### src/rtl/fpa_pkg.sv
package fpa_pkg;
   localparam int unsigned FPA_EXP_W_DEF = 8;
   localparam int unsigned FPA_MAN_W_DEF = 16;

   // normalization action chosen in the last segment
   typedef enum logic [1:0] {
      NRM_PASS,
      NRM_RIGHT,
      NRM_LEFT,
      NRM_ZERO
   } nrm_kind_e;
endpackage

### src/rtl/fpa_cmp_stage.sv
// Segment 1: exponent compare by subtraction, operand ordering.
module fpa_cmp_stage #(
   parameter int EXP_W = 8,
   parameter int MAN_W = 16,
   localparam int SH_W = $clog2(MAN_W + 1)
) (
   input  logic             clk,
   input  logic             rst_n,
   input  logic             v_i,
   input  logic             sub_i,
   input  logic             as_i,
   input  logic [EXP_W-1:0] ae_i,
   input  logic [MAN_W-1:0] am_i,
   input  logic             bs_i,
   input  logic [EXP_W-1:0] be_i,
   input  logic [MAN_W-1:0] bm_i,
   output logic             v_o,
   output logic             bgs_o,
   output logic [MAN_W-1:0] bgm_o,
   output logic             sms_o,
   output logic [MAN_W-1:0] smm_o,
   output logic [SH_W-1:0]  sh_o,
   output logic [EXP_W-1:0] e_o
);
   logic signed [EXP_W:0] dif;
   logic [EXP_W:0]        mag;
   logic                  a_big;
   logic                  bs_eff;
   logic [SH_W-1:0]       sh_c;

   assign dif    = $signed({ae_i[EXP_W-1], ae_i}) - $signed({be_i[EXP_W-1], be_i});
   assign a_big  = ~dif[EXP_W];
   assign mag    = a_big ? $unsigned(dif) : $unsigned(-dif);
   assign bs_eff = bs_i ^ sub_i;
   assign sh_c   = (mag >= (EXP_W+1)'(MAN_W)) ? SH_W'(MAN_W) : SH_W'(mag);

   always_ff @(posedge clk) begin
      if (!rst_n) begin
         v_o   <= 1'b0;
         bgs_o <= 1'b0;
         bgm_o <= '0;
         sms_o <= 1'b0;
         smm_o <= '0;
         sh_o  <= '0;
         e_o   <= '0;
      end else begin
         v_o   <= v_i;
         bgs_o <= a_big ? as_i : bs_eff;
         bgm_o <= a_big ? am_i : bm_i;
         sms_o <= a_big ? bs_eff : as_i;
         smm_o <= a_big ? bm_i : am_i;
         sh_o  <= sh_c;
         e_o   <= a_big ? ae_i : be_i;
      end
   end

   // the registered shift never exceeds the mantissa width
   p_shift_clamp_r4: assert property (@(posedge clk) disable iff (!rst_n)
      v_i |=> (sh_o <= SH_W'(MAN_W)));
endmodule

### src/rtl/fpa_align_stage.sv
// Segment 2: right-shift the smaller-exponent mantissa.
module fpa_align_stage #(
   parameter int EXP_W     = 8,
   parameter int MAN_W     = 16,
   parameter bit LOG_SHIFT = 1'b1,
   localparam int SH_W     = $clog2(MAN_W + 1)
) (
   input  logic             clk,
   input  logic             rst_n,
   input  logic             v_i,
   input  logic             bgs_i,
   input  logic [MAN_W-1:0] bgm_i,
   input  logic             sms_i,
   input  logic [MAN_W-1:0] smm_i,
   input  logic [SH_W-1:0]  sh_i,
   input  logic [EXP_W-1:0] e_i,
   output logic             v_o,
   output logic             bgs_o,
   output logic [MAN_W-1:0] bgm_o,
   output logic             sms_o,
   output logic [MAN_W-1:0] al_o,
   output logic [EXP_W-1:0] e_o
);
   logic [MAN_W-1:0] shifted;

   generate
      if (LOG_SHIFT) begin : g_log
         logic [MAN_W-1:0] lvl [SH_W+1];
         assign lvl[0] = smm_i;
         for (genvar i = 0; i < SH_W; i++) begin : g_lvl
            assign lvl[i+1] = sh_i[i] ? (lvl[i] >> (2**i)) : lvl[i];
         end
         assign shifted = lvl[SH_W];
      end else begin : g_flat
         assign shifted = (sh_i >= SH_W'(MAN_W)) ? '0 : (smm_i >> sh_i);
      end
   endgenerate

   always_ff @(posedge clk) begin
      if (!rst_n) begin
         v_o   <= 1'b0;
         bgs_o <= 1'b0;
         bgm_o <= '0;
         sms_o <= 1'b0;
         al_o  <= '0;
         e_o   <= '0;
      end else begin
         v_o   <= v_i;
         bgs_o <= bgs_i;
         bgm_o <= bgm_i;
         sms_o <= sms_i;
         al_o  <= shifted;
         e_o   <= e_i;
      end
   end

   // any nonzero shift clears the top bit; a full-width shift clears all
   p_align_top_clear_r4: assert property (@(posedge clk) disable iff (!rst_n)
      (v_i && sh_i != '0) |=> !al_o[MAN_W-1]);
   p_align_flush_r4: assert property (@(posedge clk) disable iff (!rst_n)
      (v_i && sh_i >= SH_W'(MAN_W)) |=> (al_o == '0));
endmodule

### src/rtl/fpa_addsub_stage.sv
// Segment 3: sign-magnitude add or subtract of aligned mantissas.
module fpa_addsub_stage #(
   parameter int EXP_W = 8,
   parameter int MAN_W = 16
) (
   input  logic             clk,
   input  logic             rst_n,
   input  logic             v_i,
   input  logic             bgs_i,
   input  logic [MAN_W-1:0] bgm_i,
   input  logic             sms_i,
   input  logic [MAN_W-1:0] al_i,
   input  logic [EXP_W-1:0] e_i,
   output logic             v_o,
   output logic             s_o,
   output logic [MAN_W:0]   sum_o,
   output logic [EXP_W-1:0] e_o
);
   logic [MAN_W:0] res_c;
   logic           sg_c;

   always_comb begin
      if (bgs_i == sms_i) begin
         res_c = {1'b0, bgm_i} + {1'b0, al_i};
         sg_c  = bgs_i;
      end else if (bgm_i >= al_i) begin
         res_c = {1'b0, bgm_i} - {1'b0, al_i};
         sg_c  = bgs_i;
      end else begin
         res_c = {1'b0, al_i} - {1'b0, bgm_i};
         sg_c  = sms_i;
      end
   end

   always_ff @(posedge clk) begin
      if (!rst_n) begin
         v_o   <= 1'b0;
         s_o   <= 1'b0;
         sum_o <= '0;
         e_o   <= '0;
      end else begin
         v_o   <= v_i;
         s_o   <= sg_c;
         sum_o <= res_c;
         e_o   <= e_i;
      end
   end

   // a magnitude subtraction never carries out
   p_no_carry_sub_r7: assert property (@(posedge clk) disable iff (!rst_n)
      (v_i && bgs_i != sms_i) |=> !sum_o[MAN_W]);
endmodule

### src/rtl/fpa_norm_stage.sv
// Segment 4: renormalize to the 0.1xxx form or force canonical zero.
module fpa_norm_stage
   import fpa_pkg::*;
#(
   parameter int EXP_W = 8,
   parameter int MAN_W = 16,
   localparam int LZ_W = $clog2(MAN_W)
) (
   input  logic             clk,
   input  logic             rst_n,
   input  logic             v_i,
   input  logic             s_i,
   input  logic [MAN_W:0]   sum_i,
   input  logic [EXP_W-1:0] e_i,
   output logic             v_o,
   output logic             s_o,
   output logic [EXP_W-1:0] e_o,
   output logic [MAN_W-1:0] m_o
);
   logic [LZ_W-1:0]  lz;
   logic             hit;
   nrm_kind_e        kind;
   logic             s_n;
   logic [EXP_W-1:0] e_n;
   logic [MAN_W-1:0] m_n;

   always_comb begin
      lz  = '0;
      hit = 1'b0;
      for (int i = 0; i < MAN_W; i++) begin
         if (!hit && sum_i[MAN_W-1-i]) begin
            lz  = LZ_W'(i);
            hit = 1'b1;
         end
      end
   end

   always_comb begin
      if (sum_i[MAN_W])   kind = NRM_RIGHT;
      else if (!hit)      kind = NRM_ZERO;
      else if (lz != '0)  kind = NRM_LEFT;
      else                kind = NRM_PASS;
   end

   always_comb begin
      s_n = s_i;
      e_n = e_i;
      m_n = sum_i[MAN_W-1:0];
      case (kind)
         NRM_RIGHT: begin
            m_n = sum_i[MAN_W:1];
            e_n = e_i + EXP_W'(1);
         end
         NRM_LEFT: begin
            m_n = sum_i[MAN_W-1:0] << lz;
            e_n = e_i - {{(EXP_W-LZ_W){1'b0}}, lz};
         end
         NRM_ZERO: begin
            s_n = 1'b0;
            e_n = '0;
            m_n = '0;
         end
         default: ;
      endcase
   end

   always_ff @(posedge clk) begin
      if (!rst_n) begin
         v_o <= 1'b0;
         s_o <= 1'b0;
         e_o <= '0;
         m_o <= '0;
      end else begin
         v_o <= v_i;
         s_o <= s_n;
         e_o <= e_n;
         m_o <= m_n;
      end
   end

   // valid output is normalized unless it is zero
   p_normalized_r2: assert property (@(posedge clk) disable iff (!rst_n)
      (v_o && m_o != '0) |-> m_o[MAN_W-1]);
   // zero mantissa always comes with zero exponent and positive sign
   p_zero_canon_r3: assert property (@(posedge clk) disable iff (!rst_n)
      (v_o && m_o == '0) |-> (e_o == '0 && !s_o));
   // a carried sum is shifted right and the exponent bumped
   p_carry_norm_r5: assert property (@(posedge clk) disable iff (!rst_n)
      (v_i && sum_i[MAN_W]) |=>
         (m_o == $past(sum_i[MAN_W:1]) && e_o == $past(e_i) + EXP_W'(1)));
endmodule

### src/rtl/fpadd_pipe4.sv
module fpadd_pipe4 #(
   parameter int EXP_W     = fpa_pkg::FPA_EXP_W_DEF,
   parameter int MAN_W     = fpa_pkg::FPA_MAN_W_DEF,
   parameter bit LOG_SHIFT = 1'b1
) (
   input  logic             clk,
   input  logic             rst_n,
   input  logic             in_valid,
   input  logic             sub_op,
   input  logic             a_sign,
   input  logic [EXP_W-1:0] a_exp,
   input  logic [MAN_W-1:0] a_man,
   input  logic             b_sign,
   input  logic [EXP_W-1:0] b_exp,
   input  logic [MAN_W-1:0] b_man,
   output logic             out_valid,
   output logic             z_sign,
   output logic [EXP_W-1:0] z_exp,
   output logic [MAN_W-1:0] z_man
);
   localparam int SH_W = $clog2(MAN_W + 1);

   generate
      if (MAN_W < 4) begin : g_bad_man
         $error("fpadd_pipe4: MAN_W must be at least 4");
      end
      if (EXP_W < 3 || EXP_W <= $clog2(MAN_W)) begin : g_bad_exp
         $error("fpadd_pipe4: EXP_W too small for MAN_W");
      end
      if (MAN_W >= 2**EXP_W) begin : g_bad_ratio
         $error("fpadd_pipe4: MAN_W must be below 2**EXP_W");
      end
   endgenerate

   logic             c_v, c_bgs, c_sms;
   logic [MAN_W-1:0] c_bgm, c_smm;
   logic [SH_W-1:0]  c_sh;
   logic [EXP_W-1:0] c_e;

   logic             l_v, l_bgs, l_sms;
   logic [MAN_W-1:0] l_bgm, l_al;
   logic [EXP_W-1:0] l_e;

   logic             d_v, d_s;
   logic [MAN_W:0]   d_sum;
   logic [EXP_W-1:0] d_e;

   fpa_cmp_stage #(.EXP_W(EXP_W), .MAN_W(MAN_W)) u_cmp (
      .clk(clk), .rst_n(rst_n), .v_i(in_valid), .sub_i(sub_op),
      .as_i(a_sign), .ae_i(a_exp), .am_i(a_man),
      .bs_i(b_sign), .be_i(b_exp), .bm_i(b_man),
      .v_o(c_v), .bgs_o(c_bgs), .bgm_o(c_bgm), .sms_o(c_sms), .smm_o(c_smm),
      .sh_o(c_sh), .e_o(c_e)
   );

   fpa_align_stage #(.EXP_W(EXP_W), .MAN_W(MAN_W), .LOG_SHIFT(LOG_SHIFT)) u_align (
      .clk(clk), .rst_n(rst_n), .v_i(c_v), .bgs_i(c_bgs), .bgm_i(c_bgm),
      .sms_i(c_sms), .smm_i(c_smm), .sh_i(c_sh), .e_i(c_e),
      .v_o(l_v), .bgs_o(l_bgs), .bgm_o(l_bgm), .sms_o(l_sms), .al_o(l_al), .e_o(l_e)
   );

   fpa_addsub_stage #(.EXP_W(EXP_W), .MAN_W(MAN_W)) u_addsub (
      .clk(clk), .rst_n(rst_n), .v_i(l_v), .bgs_i(l_bgs), .bgm_i(l_bgm),
      .sms_i(l_sms), .al_i(l_al), .e_i(l_e),
      .v_o(d_v), .s_o(d_s), .sum_o(d_sum), .e_o(d_e)
   );

   fpa_norm_stage #(.EXP_W(EXP_W), .MAN_W(MAN_W)) u_norm (
      .clk(clk), .rst_n(rst_n), .v_i(d_v), .s_i(d_s), .sum_i(d_sum), .e_i(d_e),
      .v_o(out_valid), .s_o(z_sign), .e_o(z_exp), .m_o(z_man)
   );

   // fixed four-edge latency of the valid flag
   p_latency_hi_r1: assert property (@(posedge clk) disable iff (!rst_n)
      in_valid |-> ##4 out_valid);
   p_latency_lo_r1: assert property (@(posedge clk) disable iff (!rst_n)
      !in_valid |-> ##4 !out_valid);
endmodule

### config.mk
export PLATFORM = sky130hd
export DESIGN_NAME = fpadd_pipe4
export DESIGN_NICKNAME = d
export VERILOG_FILES = /design/src/rtl/fpa_pkg.sv /design/src/rtl/fpa_cmp_stage.sv /design/src/rtl/fpa_align_stage.sv /design/src/rtl/fpa_addsub_stage.sv /design/src/rtl/fpa_norm_stage.sv /design/src/rtl/fpadd_pipe4.sv
export SDC_FILE = /design/constraint.sdc
export NUM_CORES = 1
export LEC_CHECK = 0
export ABC_AREA = 0
export BUFFER_PORTS_ARGS = -buffer_cell sky130_fd_sc_hd__buf_2
export CORE_MARGIN = 1.5
export CORE_UTILIZATION = 50
export CTS_CLUSTER_DIAMETER = 150
export CTS_CLUSTER_SIZE = 24
export DETAILED_ROUTE_END_ITERATION = 7
export PLACE_DENSITY = 0.7
export REMOVE_ABC_BUFFERS = 1
export SKIP_CTS_REPAIR_TIMING = 1
export SKIP_LAST_GASP = 1
export SLEW_MARGIN = 20
export SYNTH_ARGS = -nofsm -noshare
export SYNTH_HDL_FRONTEND = slang
export SYNTH_SLANG_ARGS = --single-unit
### constraint.sdc
create_clock -name clk -period 3.6 [get_ports clk]
set_input_delay 1.08 -clock clk [delete_from_list [all_inputs] [get_ports clk]]
set_output_delay 1.08 -clock clk [all_outputs]
set_load 0.03 [all_outputs]
==> results.md, run 1 <==
* Total track usage at 0.242
* Drt via density at 5.53
* Gpl congestion at 0.928
* Via count of the first global-routing pass at 7,545
* Layout-stage area growth over the synthesis result at 15.1%
* First drt pass iteration count at 6
* Antenna violations before repair at 0
* Post-Route WL at 21,300 um
* IO Port Bufs at 79
* Total power density per cell area at 604 nW/um^2
* FFs w/ async S/R, synth at 0
* CP Class: reg -> reg
* Sequential-to-total area share from yosys stat at 0.322
* Headroom to the max-slew limit at 0.384
* Initial Util at 0.514
* Boundary Pins at 80
* Leakage at 4.62 nW
* Met3 Track Usage GR at 0.0370
* Global-route met1 utilization at 0.302
* YS warnings at 0
* Skew final at 0.0102 ns
* Post-route minimum period at 3.35 ns
* RSZ-0062 raised after global routing: yes
* Starting DRT DRC Count at 415
* Met2 layer usage reported by global route at 0.414
* Number of distinct library cells after synthesis at 67
* Overall die width at 137 um
* Number of H-tree branching levels at 4
* Startpoint of the most critical register-to-register path: u_align.bgm_o[1]
* Std-Cell Rows at 48
* Routed wire per std cell at 15.1 um
* Die Footprint at 18,700 um^2
* Post-synthesis cell area at 8950 um^2
* Worst setup SP type: flip-flop
* Vias at 7,778
* Max-cap violations at 0
* Source-to-sink clock delay at the later pin of the worst-skew pair at 0.43 ns
* Average instance area after synthesis at 8.23 um^2
* Number of routed nets with antenna violations at 0
* Standard cell with the maximum stage delay on the critical path: sky130_fd_sc_hd__o41ai_2
* Total of endpoints with negative setup slack in the final report at 0
* Final TNS setup at 0 ns
* Number of standard cells after synthesis at 1,088
* Pin slew with the least headroom to its limit at 0.923 ns
* CTS Buf Count at 17
* Flops & latches, synth at 144
* Commonest cells after routing, fill and taps aside: sky130_fd_sc_hd__dfxtp_1 (144), sky130_fd_sc_hd__nand2_1 (112), sky130_fd_sc_hd__nor2_1 (103)
* Share of the clock period used by the worst path at 0.930
* Sink count of the clock tree at 144
* Overflow left after global routing at 0
* Slowest Stage Delay on Critical Path at 0.44 ns
* Hold WS at 0.427 ns
* Startpoint of the worst setup timing path: u_align.bgm_o[1]
* Achievable frequency at 0.299 GHz
* Post-layout net count at 1,296
* Outcome: complete, no violations
* Final hold vios at 0
* Floorplan Core Area at 17,400 um^2
* Overall power after layout at 6.22 mW
* Share of final-layout standard cells stronger than drive strength 1 at 0.158
* Clock input transition at the sequential cells of the worst setup and hold paths at 0.06 ns
* Critical R2R Capture: u_addsub.sum_o[14]
* Required time reported for the critical path endpoint at 3.89 ns
* CTS root buf: sky130_fd_sc_hd__clkbuf_16
* Most common cell after layout, fill and taps aside: sky130_fd_sc_hd__dfxtp_1
* Post-synth EDFFs at 0
* Buffer levels on the longest clock path at 2
* Maximum ir drop on the vdd rail at 0.456 mV
* Finished Core Util at 0.592
* Minimum setup slack among reg-to-reg paths at 0.25 ns
* Worst Reg-to-Reg Cells at 11
* Cell-by-cell trace of the critical path: inv_1 > ha_1 > nand4_1 > o41ai_2 > nor2_1 > a21oi_1 > o21a_1 > mux2_4 > a2111oi_2 > mux2i_1 > o2111ai_1
* Synth Flop Type: sky130_fd_sc_hd__dfxtp_1
* DIE HEIGHT at 137 um
* CTS tree: built
* Grt peak-use layer: met2
* Global-route wire length before repair at 36,000 um
* Hold Crit Class: reg -> reg
* Largest net degree at the start of global routing at 61
* Slew Viols, Final at 0
* Antenna diodes at 0
* Kind of capture point of the worst setup path: flip-flop
* Worst Path Max Fanout at 4
* Data arrival time of the critical path at 3.64 ns
* DR DRC count at 0
* CP endpoint: u_addsub.sum_o[14]
* Half-perimeter wire length of the detailed placement result at 16,300 um
layer usage:
| layer | part of all wire | vias to the layer above |
|---|---|---|
| met3 | 0.046 | 40 |
| li1 | - | 3935 |
| met4 | 0.028 | 0 |
| met5 | 0 | - |
| met2 | 0.48 | 228 |
| met1 | 0.45 | 3575 |
per-stage QoR:
step | cell area [um^2] | std cells | setup slack [ns]
global placement | 9710 | 1374 | 0.107
floorplan | 8670 | 1024 | -1.31
global route | 10300 | 1407 | -0.00350
finish | 10300 | 1407 | 0.252
detailed placement | 9710 | 1374 | -0.00429
CTS | 10300 | 1405 | 0.195
critical path: cells and delay by family (launching register included):
kind | cells | cell delay, ns
compound gates | 5 | 1.45
mux | 2 | 0.57
flops | 1 | 0.37
fa+ha+maj | 1 | 0.35
simple gates | 2 | 0.35
buf+inv | 1 | 0.12
power breakdown:
part / switching [mW] / total [mW] / internal, mW
clock network: 0.663 / 1.68 / 1.02
logic: 1.54 / 2.63 / 1.08
registers: 0.112 / 1.91 / 1.80
total: 2.32 / 6.22 / 3.90
cell type report:
class	count	area [um^2]
timing repair buffer	127	756
multi-input combinational	808	5540
sequential	144	2880
inverter	72	270
tap	225	282
clock inverter	12	138
fill	1573	7110
clock buffer	19	433
cells in the mapped netlist (3+ instances only):
| master | instances | area, um^2 |
|---|---|---|
| sky130_fd_sc_hd__o31ai_1 | 5 | 37.5 |
| sky130_fd_sc_hd__inv_1 | 71 | 267 |
| sky130_fd_sc_hd__mux2i_1 | 44 | 440 |
| sky130_fd_sc_hd__nor4_1 | 5 | 31.3 |
| sky130_fd_sc_hd__o31a_1 | 4 | 35.0 |
| sky130_fd_sc_hd__nand3b_1 | 3 | 22.5 |
| sky130_fd_sc_hd__a31oi_1 | 9 | 56.3 |
| sky130_fd_sc_hd__a21boi_0 | 40 | 300 |
| sky130_fd_sc_hd__buf_6 | 3 | 33.8 |
| sky130_fd_sc_hd__a22oi_1 | 6 | 45.0 |
| sky130_fd_sc_hd__nor3_1 | 11 | 55.1 |
| sky130_fd_sc_hd__mux4_2 | 5 | 113 |
| sky130_fd_sc_hd__nor2b_1 | 18 | 113 |
| sky130_fd_sc_hd__nand2b_1 | 11 | 68.8 |
| sky130_fd_sc_hd__xor2_1 | 10 | 87.6 |
| sky130_fd_sc_hd__o211ai_1 | 9 | 67.6 |
| sky130_fd_sc_hd__nand3_1 | 17 | 85.1 |
| sky130_fd_sc_hd__fa_1 | 5 | 100 |
| sky130_fd_sc_hd__buf_2 | 10 | 50.1 |
| sky130_fd_sc_hd__o21a_1 | 10 | 75.1 |
| sky130_fd_sc_hd__or3_1 | 7 | 43.8 |
| sky130_fd_sc_hd__a221oi_1 | 10 | 87.6 |
| sky130_fd_sc_hd__xnor2_1 | 15 | 131 |
| sky130_fd_sc_hd__nand2_1 | 112 | 420 |
| sky130_fd_sc_hd__dfxtp_1 | 144 | 2880 |
| sky130_fd_sc_hd__ha_1 | 67 | 838 |
| sky130_fd_sc_hd__o21bai_1 | 11 | 82.6 |
| sky130_fd_sc_hd__a21o_1 | 15 | 113 |
| sky130_fd_sc_hd__buf_1 | 3 | 11.3 |
| sky130_fd_sc_hd__clkbuf_1 | 46 | 173 |
| sky130_fd_sc_hd__o221ai_1 | 3 | 26.3 |
| sky130_fd_sc_hd__a21oi_1 | 81 | 405 |
| sky130_fd_sc_hd__mux2_2 | 12 | 135 |
| sky130_fd_sc_hd__nand4_1 | 8 | 50.1 |
| sky130_fd_sc_hd__nor2_1 | 103 | 387 |
| sky130_fd_sc_hd__and2_1 | 42 | 263 |
| sky130_fd_sc_hd__a211oi_1 | 15 | 113 |
| sky130_fd_sc_hd__o21ai_0 | 41 | 205 |
| sky130_fd_sc_hd__o211a_1 | 7 | 70.1 |
| sky130_fd_sc_hd__o22ai_1 | 12 | 75.1 |
registers in the layout (all words and copies together) (netlist names), 16 cells and up:
signal / count
u_align.bgm_o: 16
u_norm.m_o: 16
u_cmp.bgm_o: 16
u_align.al_o: 16
u_addsub.sum_o: 17
u_cmp.smm_o: 16
worst min path at each step:
stage	from	slack [ns]	cells after the start	to
detailed placement	u_align.e_o[3]	0.42	1	u_addsub.e_o[3]
floorplan	u_align.e_o[0]	0.41	1	u_addsub.e_o[0]
global placement	u_align.v_o	0.41	1	u_addsub.v_o
CTS	u_align.e_o[0]	0.43	1	u_addsub.e_o[0]
finish	u_align.e_o[0]	0.43	1	u_addsub.e_o[0]
global route	u_cmp.v_o	0.44	1	u_align.v_o
cell families after synthesis:
| logic type | share of synthesized area |
|---|---|
| AOI/OAI and AO/OA | 0.228 |
| xor gates and xnor gates | 0.0245 |
| adders and majority gates | 0.105 |
| buffers and inverters | 0.0618 |
| DFF | 0.322 |
| muxes | 0.0786 |
| and+or+nand+nor | 0.180 |
Power figures use the tool's default switching activity.
==> inputs of run 2 (changes only) <==
Settings changed: ABC_AREA 0 to 1, CAP_MARGIN set to 30.
==> results.md, run 2 <==
* Starting DRT DRC Count at 656
* Post-Route WL at 21,600 um
* Worst Reg-to-Reg Cells at 28
* Vias at 8,474
* Outcome: complete, no violations
* Average instance area after synthesis at 6.79 um^2
* Post-synth top cells: sky130_fd_sc_hd__nand2_1 (242), sky130_fd_sc_hd__inv_1 (178), sky130_fd_sc_hd__nor2_1 (158)
* CTS Buf Count at 17
* Source-to-sink clock delay at the later pin of the worst-skew pair at 0.43 ns
* Number of routed nets with antenna violations at 0
* Routed met2 length at 9860 um
* Finished Core Util at 0.588
* Met3 layer wire length in the routed design at 1270 um
* Post-synthesis cell area at 8880 um^2
* Std-Cell Rows at 48
* Total track usage at 0.239
* Total of endpoints with negative setup slack in the final report at 0
* Headroom to the max-slew limit at 0.552
* End point of the worst hold path: u_align.bgm_o[3]
* Share of the clock period used by the worst path at 0.957
* Minimum setup slack among reg-to-reg paths at 0.15 ns
* Largest Register: u_addsub.sum_o
* Die Footprint at 18,600 um^2
* Area share of the largest cell type after synthesis at 0.325
* DIE HEIGHT at 136 um
* Worst setup SP type: flip-flop
* Cell Count, Final, Fillers Out at 1,617
* Post-layout net count at 1,505
* Most common cell after layout, fill and taps aside: sky130_fd_sc_hd__nand2_1
* Half-perimeter wire length of the detailed placement result at 16,100 um
* Max-cap violations at 0
* CTS root buf: sky130_fd_sc_hd__clkbuf_16
* Floorplan Core Area at 17,400 um^2
* Hold Crit Class: reg -> reg
* Skew final at 0.0137 ns
* Drt via density at 5.24
* Sink count of the clock tree at 144
* Worst Path Max Fanout at 3
* Share of final-layout standard cells stronger than drive strength 1 at 0.136
* Gpl congestion at 0.907
* Leakage at 5.12 nW
* Instance count after placement with tap cells included at 1,580
* Achievable frequency at 0.290 GHz
* Critical Path Most Common Cell: sky130_fd_sc_hd__nor2_1
* Top layer reached by signal wires: met4
* Biggest area consumer among synthesized cells: sky130_fd_sc_hd__dfxtp_1
* Post-Place Cell Area at 9490 um^2
* Final TNS setup at 0 ns
* Via count of the first global-routing pass at 7,511
* YS warnings at 0
* Initial Util at 0.512
* Data arrival time of the critical path at 3.81 ns
* Critical R2R Capture: u_norm.e_o[7]
* Boundary Pins at 80
* Largest net degree at the start of global routing at 70
* Synth Flop Type: sky130_fd_sc_hd__dfxtp_1
* Antenna violations before repair at 0
* Number of H-tree branching levels at 4
* Overall die width at 136 um
* Sequential-to-total area share from yosys stat at 0.325
* Overflow left after global routing at 0
* Standard cell with the maximum stage delay on the critical path: sky130_fd_sc_hd__dfxtp_4
* Final hold vios at 0
* Buffer levels on the longest clock path at 2
* Total non-filler cell area in the finished layout at 10,200 um^2
* Hold Path Origin: u_cmp.bgm_o[3]
* FFs w/ async S/R, synth at 0
* Post-synth EDFFs at 0
* Antenna diodes at 0
* RSZ-0062 raised after global routing: yes
* Worst hold path depth at 2
* Routed wire per std cell at 13.4 um
* Commonest cells after routing, fill and taps aside: sky130_fd_sc_hd__nand2_1 (241), sky130_fd_sc_hd__inv_1 (175), sky130_fd_sc_hd__nor2_1 (155)
* Most area-consuming cells after synthesis: sky130_fd_sc_hd__dfxtp_1 (32%), sky130_fd_sc_hd__nand2_1 (10%), sky130_fd_sc_hd__ha_1 (9.4%), sky130_fd_sc_hd__inv_1 (7.5%), sky130_fd_sc_hd__a21oi_1 (6.9%)
* Clock input transition at the sequential cells of the worst setup and hold paths at 0.07 ns
* Largest register FFs at 17
* CTS tree: built
* IO Port Bufs at 79
* Layout-stage area growth over the synthesis result at 14.9%
* Post-route minimum period at 3.45 ns
* Slowest Stage Delay on Critical Path at 0.35 ns
* Global-route wire length before repair at 35,600 um
* First drt pass iteration count at 5
* Startpoint of the most critical register-to-register path: u_addsub.sum_o[13]
* Kind of capture point of the worst setup path: flip-flop
* Required time reported for the critical path endpoint at 3.97 ns
* Flops & latches, synth at 144
* DRT met1 WL at 10,100 um
* Total power density per cell area at 663 nW/um^2
* Maximum ir drop on the vdd rail at 0.381 mV
* Pin slew with the least headroom to its limit at 0.671 ns
* Number of distinct library cells after synthesis at 49
* Number of standard cells after synthesis at 1,308
* Slew Viols, Final at 0
* CP Class: reg -> reg
* Most used standard cell by instance count after synthesis: sky130_fd_sc_hd__nand2_1
* DR DRC count at 0
run 2: cell types whose count changed after synthesis, sizes merged, moves of 18 or more:
cell / before / now
nand2: 112 / 245
inv: 72 / 181
o21ai: 42 / 129
nand3: 17 / 88
nor2: 103 / 167
a21oi: 81 / 124
and2: 42 / 0
mux2i: 44 / 2
a21boi: 40 / 4
nor2b: 18 / 0
run 2: per-stage QoR:
stage / hold slack, ns / setup slack [ns] / power, mW
3_3_place_gp: 0.392 / 0.124 / 4.90
5_1_grt: 0.423 / -0.167 / 7.26
3_5_place_dp: 0.395 / 0.0437 / 4.92
4_1_cts: 0.405 / 0.0147 / 6.62
2_1_floorplan: 0.390 / -0.210 / 4.09
6_report: 0.403 / 0.154 / 6.77
run 2: kinds of logic (layout without fill, tap and decap cells):
logic type      count (synthesis)  after routing  synth area share
mux                             2              2           0.00225
simple gates                  523            523             0.252
xor+xnor                       21             21            0.0207
fa+ha+maj                      72             72             0.106
flops                         144            144             0.325
buf+inv                       241            325             0.107
compound gates                305            305             0.188
run 2: layout make-up:
class / instances / area [um^2]
Inverter: 183 / 689
Sequential cell: 144 / 2890
Fill cell: 1694 / 7150
Tap cell: 225 / 282
Clock inverter: 15 / 135
Multi-Input combinational cell: 923 / 5150
Timing Repair Buffer: 110 / 628
Clock buffer: 17 / 425
run 2: how the worst max path moves through the flow:
stage | startpoint | endpoint | slack (ns) | depth (start not counted)
floorplan | a_exp[0] | u_cmp.sh_o[1] | -0.21 | 19
global placement | u_addsub.sum_o[12] | u_norm.e_o[6] | 0.12 | 25
detailed placement | u_addsub.sum_o[12] | u_norm.e_o[6] | 0.04 | 25
CTS | u_addsub.sum_o[12] | u_norm.e_o[6] | 0.01 | 25
global route | u_addsub.sum_o[13] | u_norm.e_o[7] | -0.17 | 28
finish | u_addsub.sum_o[13] | u_norm.e_o[7] | 0.15 | 28
run 2: layer usage:
layer  global-route usage  up-vias
met5                    0        -
met1                0.326     3807
met3               0.0470       30
met2                0.385      265
met4               0.0603        0
li1                     -     4372
run 2: report_power, final:
group | switching, mW | internal [mW]
Sequential | 0.118 | 1.83
Combinational | 2.04 | 1.10
Clock | 0.775 | 0.914
Total | 2.93 | 3.84
run 2: critical path: cells and delay by family (launching register included):
family / cells / cell delay, ns
AOI/OAI and AO/OA: 4 / 0.46
and+or+nand+nor: 19 / 2.01
DFF: 1 / 0.35
adders and majority gates: 2 / 0.35
buffers and inverters: 3 / 0.21
==> inputs of run 3 (changes only) <==
Settings changed: CORE_MARGIN 1.5 to 10, REMOVE_ABC_BUFFERS 1 to not set.
==> results.md, run 3 (synthesis results as in run 2) <==
* Commonest cells after routing, fill and taps aside: sky130_fd_sc_hd__nand2_1 (242), sky130_fd_sc_hd__inv_1 (175), sky130_fd_sc_hd__nor2_1 (155)
* Sink count of the clock tree at 144
* Std-Cell Rows at 48
* Half-perimeter wire length of the detailed placement result at 16,900 um
* Maximum ir drop on the vdd rail at 0.372 mV
* Clock input transition at the sequential cells of the worst setup and hold paths at 0.07 ns
* CP Class: reg -> reg
* Post-Route WL at 22,800 um
* CTS tree: built
* Slew Viols, Final at 0
* Number of routed nets with antenna violations at 0
* Multi-input gate area at 5120 um^2
* Initial Util at 0.512
* Worst setup SP type: flip-flop
* Total track usage at 0.190
* Pin slew with the least headroom to its limit at 0.753 ns
* Largest delay share family, worst path: simple AND/OR/NAND/NOR gates
* Overall die width at 153 um
* Worst Path Max Fanout at 5
* Slowest Stage Delay on Critical Path at 0.35 ns
* Share of the clock period used by the worst path at 0.972
* DIE HEIGHT at 153 um
* Via count of the first global-routing pass at 7,980
* Routed wire per std cell at 14.1 um
* Kind of capture point of the worst setup path: flip-flop
* # fillers at 1,672
* Boundary Pins at 80
* Buffer levels on the longest clock path at 2
* Antenna violations before repair at 0
* IO Port Bufs at 79
* Headroom to the max-slew limit at 0.497
* Gpl congestion at 0.953
* RSZ-0062 raised after global routing: yes
* Overflow left after global routing at 0
* Required time reported for the critical path endpoint at 3.92 ns
* Post-synth net total at 1,434
* Outcome: complete, no violations
* Global-route wire length before repair at 38,200 um
* Total of endpoints with negative setup slack in the final report at 0
* Data arrival time of the critical path at 3.82 ns
* Vias at 8,543
* Largest net degree at the start of global routing at 109
* Skew final at 0.0124 ns
* Hold Crit Class: reg -> reg
* Leakage at 5.16 nW
* Number of H-tree branching levels at 4
* Share of final-layout standard cells stronger than drive strength 1 at 0.135
* Most common cell after layout, fill and taps aside: sky130_fd_sc_hd__nand2_1
* Die Footprint at 23,500 um^2
* Final TNS setup at 0 ns
* Largest register FFs at 17
* Standard cell with the maximum stage delay on the critical path: sky130_fd_sc_hd__dfxtp_4
* Final hold vios at 0
* Finished Core Util at 0.591
* Post-route minimum period at 3.50 ns
* Critical Path Most Common Cell: sky130_fd_sc_hd__nor2_1
* Floorplan Core Area at 17,400 um^2
* Achievable frequency at 0.286 GHz
* DR DRC count at 0
* Starting DRT DRC Count at 721
* Layout-stage area growth over the synthesis result at 15.5%
* Sequential standard cell area at 2890 um^2
* Number of buffer and inverter stages on the critical path at 3
* CTS Buf Count at 17
* First drt pass iteration count at 5
* Max-cap violations at 0
* Largest Register: u_addsub.sum_o
* Antenna diodes at 0
* Overall power after layout at 6.87 mW
* Post-layout net count at 1,510
* Total power density per cell area at 670 nW/um^2
* Drt via density at 5.27
* CTS root buf: sky130_fd_sc_hd__clkbuf_16
* Source-to-sink clock delay at the later pin of the worst-skew pair at 0.43 ns
## run 3: stage by stage
| stage | hold slack [ns] | setup WS, ns | instances | cell area, um^2 |
|---|---|---|---|---|
| 6_report | 0.412 | 0.101 | 1622 | 10300 |
| 5_1_grt | 0.431 | -0.227 | 1622 | 10300 |
| 4_1_cts | 0.412 | -0.0824 | 1615 | 10100 |
| 3_5_place_dp | 0.396 | -0.00626 | 1583 | 9530 |
| 3_3_place_gp | 0.393 | 0.121 | 1583 | 9530 |
| 2_1_floorplan | 0.390 | 0.0485 | 1308 | 8890 |
## run 3: worst min-delay path, cell delays in order, from the launching register on
cell and delay, ns:
sky130_fd_sc_hd__dfxtp_1 0.30, sky130_fd_sc_hd__nand2_1 0.04, sky130_fd_sc_hd__inv_1 0.04
## run 3: per-layer routing
metal,track usage,part of all wire,up-vias
met5,0,0,-
met1,0.251,0.47,3840
met4,0.0572,0.018,0
li1,-,-,4384
met2,0.305,0.46,282
met3,0.0362,0.059,37
## run 3: power breakdown
part	total [mW]	leakage (nW)	internal [mW]	switching, mW
Clock	1.74	0.286	0.931	0.813
Sequential	1.95	1.19	1.83	0.121
Combinational	3.18	3.69	1.11	2.07
## run 3: area by class of cell
| type | count | area share |
|---|---|---|
| Multi-Input combinational cell | 923 | 0.499 |
| Sequential cell | 144 | 0.282 |
| Timing Repair Buffer | 115 | 0.0673 |
| Inverter | 183 | 0.0672 |
| Clock buffer | 17 | 0.0415 |
| Tap cell | 225 | 0.0274 |
| Clock inverter | 15 | 0.0159 |
## run 3: worst paths after layout
check	startpoint	to	slack [ns]	cells after the start
min	u_cmp.bgm_o[1]	u_align.bgm_o[1]	0.41	2
max	u_addsub.sum_o[13]	u_norm.e_o[7]	0.10	28
min reg2reg	u_cmp.bgm_o[1]	u_align.bgm_o[1]	0.41	2
max reg2reg	u_addsub.sum_o[13]	u_norm.e_o[7]	0.10	28
